### config.mk
export PLATFORM = sky130hd
export DESIGN_NAME = rot_csr
export DESIGN_NICKNAME = d
export VERILOG_FILES = /design/src/rtl/rot_csr_pkg.sv /design/src/rtl/rot_csr_regbank.sv /design/src/rtl/rot_csr_ctrl.sv /design/src/rtl/rot_csr_status.sv /design/src/rtl/rot_csr.sv
export SDC_FILE = /design/constraint.sdc
export NUM_CORES = 1
export LEC_CHECK = 0
export BUFFER_PORTS_ARGS = -buffer_cell sky130_fd_sc_hd__buf_2
export CAP_MARGIN = 0
export CORE_ASPECT_RATIO = 1.25
export CORE_UTILIZATION = 40
export CTS_CLUSTER_DIAMETER = 100
export DETAILED_ROUTE_END_ITERATION = 10
export SLEW_MARGIN = 5
export SYNTH_ARGS = -nofsm -noshare
export SYNTH_HDL_FRONTEND = slang
export SYNTH_SLANG_ARGS = --single-unit
### constraint.sdc
create_clock -name clk -period 2.7 [get_ports clk]
set_input_delay 0.135 -clock clk [delete_from_list [all_inputs] [get_ports clk]]
set_output_delay 0.135 -clock clk [all_outputs]
set_load 0.1 [all_outputs]
### src/rtl/rot_csr_pkg.sv
package rot_csr_pkg;
   localparam int A_CFG  = 0;
   localparam int A_CTRL = 1;
   localparam int A_STAT = 2;
   localparam int A_REL  = 3;
   localparam int A_GEO  = 4;
   localparam int N_GEO_PLAIN = 5;

   localparam int B_START = 8;
   localparam int B_PEND  = 4;
   localparam int B_SERR  = 5;

   localparam logic [1:0] FMT_YUV2P = 2'b01;
   localparam logic [1:0] FMT_RGB32 = 2'b10;
   localparam logic [1:0] RES_DONE  = 2'b01;
   localparam logic [1:0] RES_ILL   = 2'b10;
endpackage

### src/rtl/rot_csr_regbank.sv
module rot_csr_regbank
   import rot_csr_pkg::*;
#(
   parameter int DW     = 32,
   parameter int AW     = 5,
   parameter int NPLANE = 2,
   localparam int NREG  = N_GEO_PLAIN + 2 * NPLANE
) (
   input  logic                     clk,
   input  logic                     rst_n,
   input  logic                     wr,
   input  logic [AW-1:0]            idx,
   input  logic [DW-1:0]            wdata,
   input  logic                     clr_src,
   input  logic                     clr_dst,
   output logic [NREG-1:0][DW-1:0]  q
);
   localparam int SRC_LO = N_GEO_PLAIN;
   localparam int DST_LO = N_GEO_PLAIN + NPLANE;

   if (NPLANE < 1 || NPLANE > 3) begin : g_bad_nplane
      $error("rot_csr_regbank: NPLANE must be 1..3");
   end

   for (genvar g = 0; g < NREG; g++) begin : g_reg
      logic clr;
      if (g >= DST_LO) begin : g_dst
         assign clr = clr_dst;
      end else if (g >= SRC_LO) begin : g_src
         assign clr = clr_src;
      end else begin : g_plain
         assign clr = 1'b0;
      end

      always_ff @(posedge clk or negedge rst_n) begin
         if (!rst_n)                      q[g] <= '0;
         else if (clr)                    q[g] <= '0;
         else if (wr && idx == AW'(g))    q[g] <= wdata;
      end
   end

   AST_REL_SRC: assert property (@(posedge clk) disable iff (!rst_n)
      clr_src |=> q[SRC_LO] == '0);
   AST_REL_DST: assert property (@(posedge clk) disable iff (!rst_n)
      clr_dst |=> q[DST_LO] == '0);
endmodule

### src/rtl/rot_csr_ctrl.sv
module rot_csr_ctrl
   import rot_csr_pkg::*;
#(
   parameter int DW = 32
) (
   input  logic          clk,
   input  logic          rst_n,
   input  logic          wr_cfg,
   input  logic          wr_ctrl,
   input  logic [DW-1:0] wdata,
   input  logic          suspended,
   input  logic          eng_ack,
   output logic          irq_en,
   output logic          start_q,
   output logic [DW-1:0] cfg_word,
   output logic [DW-1:0] ctrl_word,
   output logic          susp_reject,
   output logic          fmt_reject
);
   logic [1:0] fmt_q, flip_q, rot_q;
   logic       start_req, fmt_ok, launch;

   assign start_req   = wr_ctrl && wdata[B_START];
   assign fmt_ok      = (wdata[1:0] == FMT_YUV2P) || (wdata[1:0] == FMT_RGB32);
   assign susp_reject = start_req && suspended;
   assign fmt_reject  = start_req && !suspended && !fmt_ok;
   assign launch      = start_req && !suspended && fmt_ok && !start_q;

   always_ff @(posedge clk or negedge rst_n) begin
      if (!rst_n) begin
         irq_en  <= 1'b0;
         fmt_q   <= '0;
         flip_q  <= '0;
         rot_q   <= '0;
         start_q <= 1'b0;
      end else begin
         if (wr_cfg) irq_en <= wdata[0];
         if (wr_ctrl) begin
            fmt_q  <= wdata[1:0];
            flip_q <= wdata[3:2];
            rot_q  <= wdata[5:4];
         end
         if (launch)       start_q <= 1'b1;
         else if (eng_ack) start_q <= 1'b0;
      end
   end

   always_comb begin
      cfg_word        = '0;
      cfg_word[0]     = irq_en;
      ctrl_word       = '0;
      ctrl_word[1:0]  = fmt_q;
      ctrl_word[3:2]  = flip_q;
      ctrl_word[5:4]  = rot_q;
      ctrl_word[B_START] = start_q;
   end

   AST_START_ACK: assert property (@(posedge clk) disable iff (!rst_n)
      (start_q && eng_ack) |=> !start_q);
   AST_SUSP_HOLD: assert property (@(posedge clk) disable iff (!rst_n)
      (suspended && !start_q) |=> !start_q);
endmodule

### src/rtl/rot_csr_status.sv
module rot_csr_status
   import rot_csr_pkg::*;
#(
   parameter int DW = 32
) (
   input  logic          clk,
   input  logic          rst_n,
   input  logic          eng_done,
   input  logic          eng_illegal,
   input  logic          fmt_reject,
   input  logic          susp_reject,
   input  logic          wr_stat,
   input  logic [DW-1:0] wdata,
   input  logic          irq_en,
   output logic [DW-1:0] stat_word,
   output logic          irq
);
   logic [1:0] code_q;
   logic       pend_q, serr_q, bad;

   assign bad = eng_illegal || fmt_reject;

   always_ff @(posedge clk or negedge rst_n) begin
      if (!rst_n) begin
         code_q <= '0;
         pend_q <= 1'b0;
         serr_q <= 1'b0;
      end else begin
         if (eng_done)  code_q <= RES_DONE;
         else if (bad)  code_q <= RES_ILL;

         if (eng_done || bad)                  pend_q <= 1'b1;
         else if (wr_stat && wdata[B_PEND])    pend_q <= 1'b0;

         if (susp_reject)                      serr_q <= 1'b1;
         else if (wr_stat && wdata[B_SERR])    serr_q <= 1'b0;
      end
   end

   always_comb begin
      stat_word         = '0;
      stat_word[1:0]    = code_q;
      stat_word[B_PEND] = pend_q;
      stat_word[B_SERR] = serr_q;
   end

   assign irq = pend_q && irq_en;

   AST_DONE_PEND: assert property (@(posedge clk) disable iff (!rst_n)
      eng_done |=> (pend_q && code_q == RES_DONE));
   AST_W1C_PEND: assert property (@(posedge clk) disable iff (!rst_n)
      (wr_stat && wdata[B_PEND] && !eng_done && !bad) |=> !pend_q);
   AST_CODE_KEEP: assert property (@(posedge clk) disable iff (!rst_n)
      (!eng_done && !bad) |=> $stable(code_q));
endmodule

### src/rtl/rot_csr.sv
module rot_csr
   import rot_csr_pkg::*;
#(
   parameter int DW     = 32,
   parameter int AW     = 5,
   parameter int NPLANE = 2
) (
   input  logic          clk,
   input  logic          rst_n,
   input  logic          bus_wr,
   input  logic [AW-1:0] bus_addr,
   input  logic [DW-1:0] bus_wdata,
   output logic [DW-1:0] bus_rdata,
   input  logic          suspended,
   output logic          eng_start,
   input  logic          eng_ack,
   input  logic          eng_done,
   input  logic          eng_illegal,
   output logic          irq
);
   localparam int NREG = N_GEO_PLAIN + 2 * NPLANE;

   if (DW < 32) begin : g_bad_dw
      $error("rot_csr: DW must be at least 32");
   end
   if (A_GEO + NREG > (1 << AW)) begin : g_bad_aw
      $error("rot_csr: AW too narrow for the register map");
   end

   logic                    wr_cfg, wr_ctrl, wr_stat, wr_rel, wr_geo;
   logic [AW-1:0]           geo_idx;
   logic [NREG-1:0][DW-1:0] geo_q;
   logic [DW-1:0]           cfg_word, ctrl_word, stat_word;
   logic                    irq_en, susp_reject, fmt_reject;

   assign wr_cfg  = bus_wr && bus_addr == AW'(A_CFG);
   assign wr_ctrl = bus_wr && bus_addr == AW'(A_CTRL);
   assign wr_stat = bus_wr && bus_addr == AW'(A_STAT);
   assign wr_rel  = bus_wr && bus_addr == AW'(A_REL);
   assign wr_geo  = bus_wr && bus_addr >= AW'(A_GEO);
   assign geo_idx = bus_addr - AW'(A_GEO);

   rot_csr_ctrl #(.DW(DW)) u_ctrl (
      .clk(clk), .rst_n(rst_n), .wr_cfg(wr_cfg), .wr_ctrl(wr_ctrl),
      .wdata(bus_wdata), .suspended(suspended), .eng_ack(eng_ack),
      .irq_en(irq_en), .start_q(eng_start), .cfg_word(cfg_word),
      .ctrl_word(ctrl_word), .susp_reject(susp_reject), .fmt_reject(fmt_reject)
   );

   rot_csr_status #(.DW(DW)) u_stat (
      .clk(clk), .rst_n(rst_n), .eng_done(eng_done), .eng_illegal(eng_illegal),
      .fmt_reject(fmt_reject), .susp_reject(susp_reject), .wr_stat(wr_stat),
      .wdata(bus_wdata), .irq_en(irq_en), .stat_word(stat_word), .irq(irq)
   );

   rot_csr_regbank #(.DW(DW), .AW(AW), .NPLANE(NPLANE)) u_geo (
      .clk(clk), .rst_n(rst_n), .wr(wr_geo), .idx(geo_idx), .wdata(bus_wdata),
      .clr_src(wr_rel && bus_wdata[0]), .clr_dst(wr_rel && bus_wdata[1]),
      .q(geo_q)
   );

   always_comb begin
      bus_rdata = '0;
      if (bus_addr == AW'(A_CFG))                        bus_rdata = cfg_word;
      else if (bus_addr == AW'(A_CTRL))                  bus_rdata = ctrl_word;
      else if (bus_addr == AW'(A_STAT))                  bus_rdata = stat_word;
      else if (bus_addr >= AW'(A_GEO) && geo_idx < AW'(NREG)) bus_rdata = geo_q[geo_idx];
   end

   AST_IRQ_FALL: assert property (@(posedge clk) disable iff (!rst_n)
      (wr_stat && bus_wdata[B_PEND] && !eng_done && !eng_illegal && !wr_ctrl) |=> !irq);
endmodule

==> results.toml <==
[worst_setup_path]
r2r_cells = 4
cp-start-kind = "input port"
path_max_fanout = 9
cp_data_arrival_time_ns = 2.40
r2r_start = "u_ctrl.start_q"
worstSetupPathType = "input port to output port"
critPathRequiredTime_ns = 2.57
end_kind = "output port"
r2r-end = "u_ctrl.start_q"
r2r_slack_ns = 1.33

[drt]
routed_wl_um = 36600
drt_iter0_drc = 756
via_per_inst = 5.40
dr.pass1.iters = 4
drtAntennaViolNets = 0
num_vias = 9642
drc = 0
post_drt_wl_per_cell_um = 20.5

[sta]
setup_tns_ns = 0
setup_viol = 0
fin_crit_ns = 2.53
finClkSkew_ns = 0
hold_viol = 0
timing.fmax_mhz = 395
worst_pin_slew_ns = 0.662
slew_headroom_pct = 55.9
min_period_over_period_pct = 93.7
drv_slew = 0
hold_ws_ns = 0.121
rsz0062_at_grt = "false"

[synthesis]
synth_fp_nets = 1258
yosys_warnings = 0
synth_edf_count = 0
syn_area_um2 = 14200
synth_top_cell_by_area = "dfrtp_1"
syn_avg_cell_area_um2 = 11.8
ys_seq_area_share_pct = 52.7
ys_types = 47
synth_top_area_share_pct = 52.7
syn-instance-count = 1209
synth-seq-cells = 300
ys.flop_type = "dfrtp_1"
synth_area_leaders = "dfrtp_1 (53%), mux2_2 (13%), mux4_2 (10%), nand2_1 (7.0%), o21ai_0 (3.6%)"
synthArstFlopShare_pct = 100

[hold_path]
worst_hold_path_type = "input port to asynchronous set/reset pin"

[cells_and_area]
area_growth_pct = 24.6
mostFrequentLayoutCell = "dfrtp_1"
drive_above_1_share_pct = 35.0
mostFrequentLayoutCells = "dfrtp_1 (300), nand2_1 (264), mux2_2 (162)"
fin_nets = 1341
insertedDiodeCount = 0
design_area_um2 = 17700
final-instance-count-excl-fill = 1784

[clock_tree]
cts_resized = 0
holdBufCountCts = 41
clkTransAtPathRegs_ns = 0.06
cts_root_buffer = "clkbuf_16"
clk-insertion-delay-late_ns = 0.56
cts_buffers = 31
htreeDepth = 1
clockBufferDepth = 3
cts.sinks = 300
cts_setup_buffers = 0
cts_tree = "done"

[die]
dieArea_um2 = 36400
fp.dieW_um = 171
initial_core_util_pct = 40.9
pin_count = 78
rows = 76
chipHeight_um = 213
coreArea_um2 = 34800

[power_and_ir_drop]
power.total_mw = 13.2
seqPwrFrac_pct = 44.4
p_leak_nw = 7.62
p_clk_share_pct = 35.0
peakVddDrop_v = 0.000509
p_sw_mw = 3.66
intPower_mw = 9.54
p_per_area_nw_per_um2 = 744
combPwrFrac_pct = 20.6
switching_share_pct = 27.7

[run_status]
status = "completed"

[grt]
grt_usage_pct = 21.3
grt_pass1_vias = 10100
grt_overflow = 0
antenna_found_initial = 0
grt_pass1_wl_um = 59000
grt_max_degree = 79

[placement]
postPlaceCellArea_um2 = 16200
dpl.hpwl_um = 22200
dp_cells = 1686
portBuffers = 77
gp_congestion = 0.772

[flow_run]
cap_violations = 0
==> power by group through the flow <==
stage          registers (mW)  clock network [mW]  logic [mW]
2_1_floorplan            5.79                   0        2.07
3_3_place_gp             5.90                   0        2.63
3_5_place_dp             5.94                   0        2.70
4_1_cts                  5.87                4.70        2.75
5_1_grt                  5.98                4.90        2.95
6_report                 5.87                4.62        2.71
==> area by class of cell <==
cell class | instances | area (um2)
Inverter | 6 | 30.0
Multi-Input combinational cell | 785 | 6690
Clock inverter | 16 | 214
Tap cell | 468 | 586
Sequential cell | 300 | 7510
Clock buffer | 41 | 893
Fill cell | 3028 | 17100
Timing Repair Buffer | 168 | 1830
==> worst max-delay path by stage <==
stage / to / slack, ns / start / depth (start not counted)
final: bus_rdata[11] / 0.17 / bus_addr[3] / 9
after global routing: bus_rdata[11] / 0.08 / bus_addr[3] / 9
after CTS: bus_rdata[11] / 0.16 / bus_addr[3] / 9
after detailed placement: bus_rdata[18] / 0.16 / bus_addr[3] / 9
after global placement: bus_rdata[18] / 0.21 / bus_addr[3] / 9
after floorplan: bus_rdata[10] / -0.06 / bus_addr[2] / 11
==> routing by layer <==
layer	vias up	track usage, %	wire, um
li1	4369	-	-
met1	5027	29.3	16200
met2	194	35.4	18300
met3	52	2.47	1260
met4	0	6.34	793
met5	-	0	0
==> Yosys cell counts, types with 5 or more instances <==
master,number
inv_1,5
nor2_1,33
buf_4,6
mux2i_1,29
ha_1,5
a211oi_1,25
dfrtp_1,300
mux2_1,7
mux4_2,64
o21ai_0,102
buf_2,28
a21oi_1,41
nand2_1,265
mux2_2,162
clkbuf_1,80
==> worst max-delay path, cell delays in order <==
cell      delay (ns)
buf_2           0.13
inv_2           0.11
ha_1            0.18
or3b_1          0.39
a21o_4          0.28
a211o_2         0.42
buf_4           0.25
a211oi_4        0.27
buf_12          0.21
==> logic make-up (layout without fill, tap and decap cells) <==
kind of cell	count (synthesis)	in the layout	share of synthesized area [%]
xor gates and xnor gates	2	2	0.123
DFF	300	300	52.7
adders and majority gates	5	5	0.439
muxes	262	262	25.5
and+or+nand+nor	325	325	9.52
AOI/OAI and AO/OA	191	191	7.85
buffers and inverters	124	231	3.83
==> metrics by stage <==
step	utilization (%)	setup slack [ns]
final	51.0	0.169
after global routing	51.0	0.0832
after CTS	51.0	0.164
after detailed placement	46.6	0.162
after global placement	46.6	0.209
after floorplan	-	-0.0577
==> flip-flops by register name (all words and copies together), names as in the netlist <==
register / cells
u_ctrl.rot_q: 2
u_stat.code_q: 2
u_geo.q: 288
u_ctrl.irq_en: 1
u_ctrl.flip_q: 2
u_stat.serr_q: 1
u_ctrl.fmt_q: 2
u_stat.pend_q: 1
u_ctrl.start_q: 1
Power figures use the tool's default switching activity.
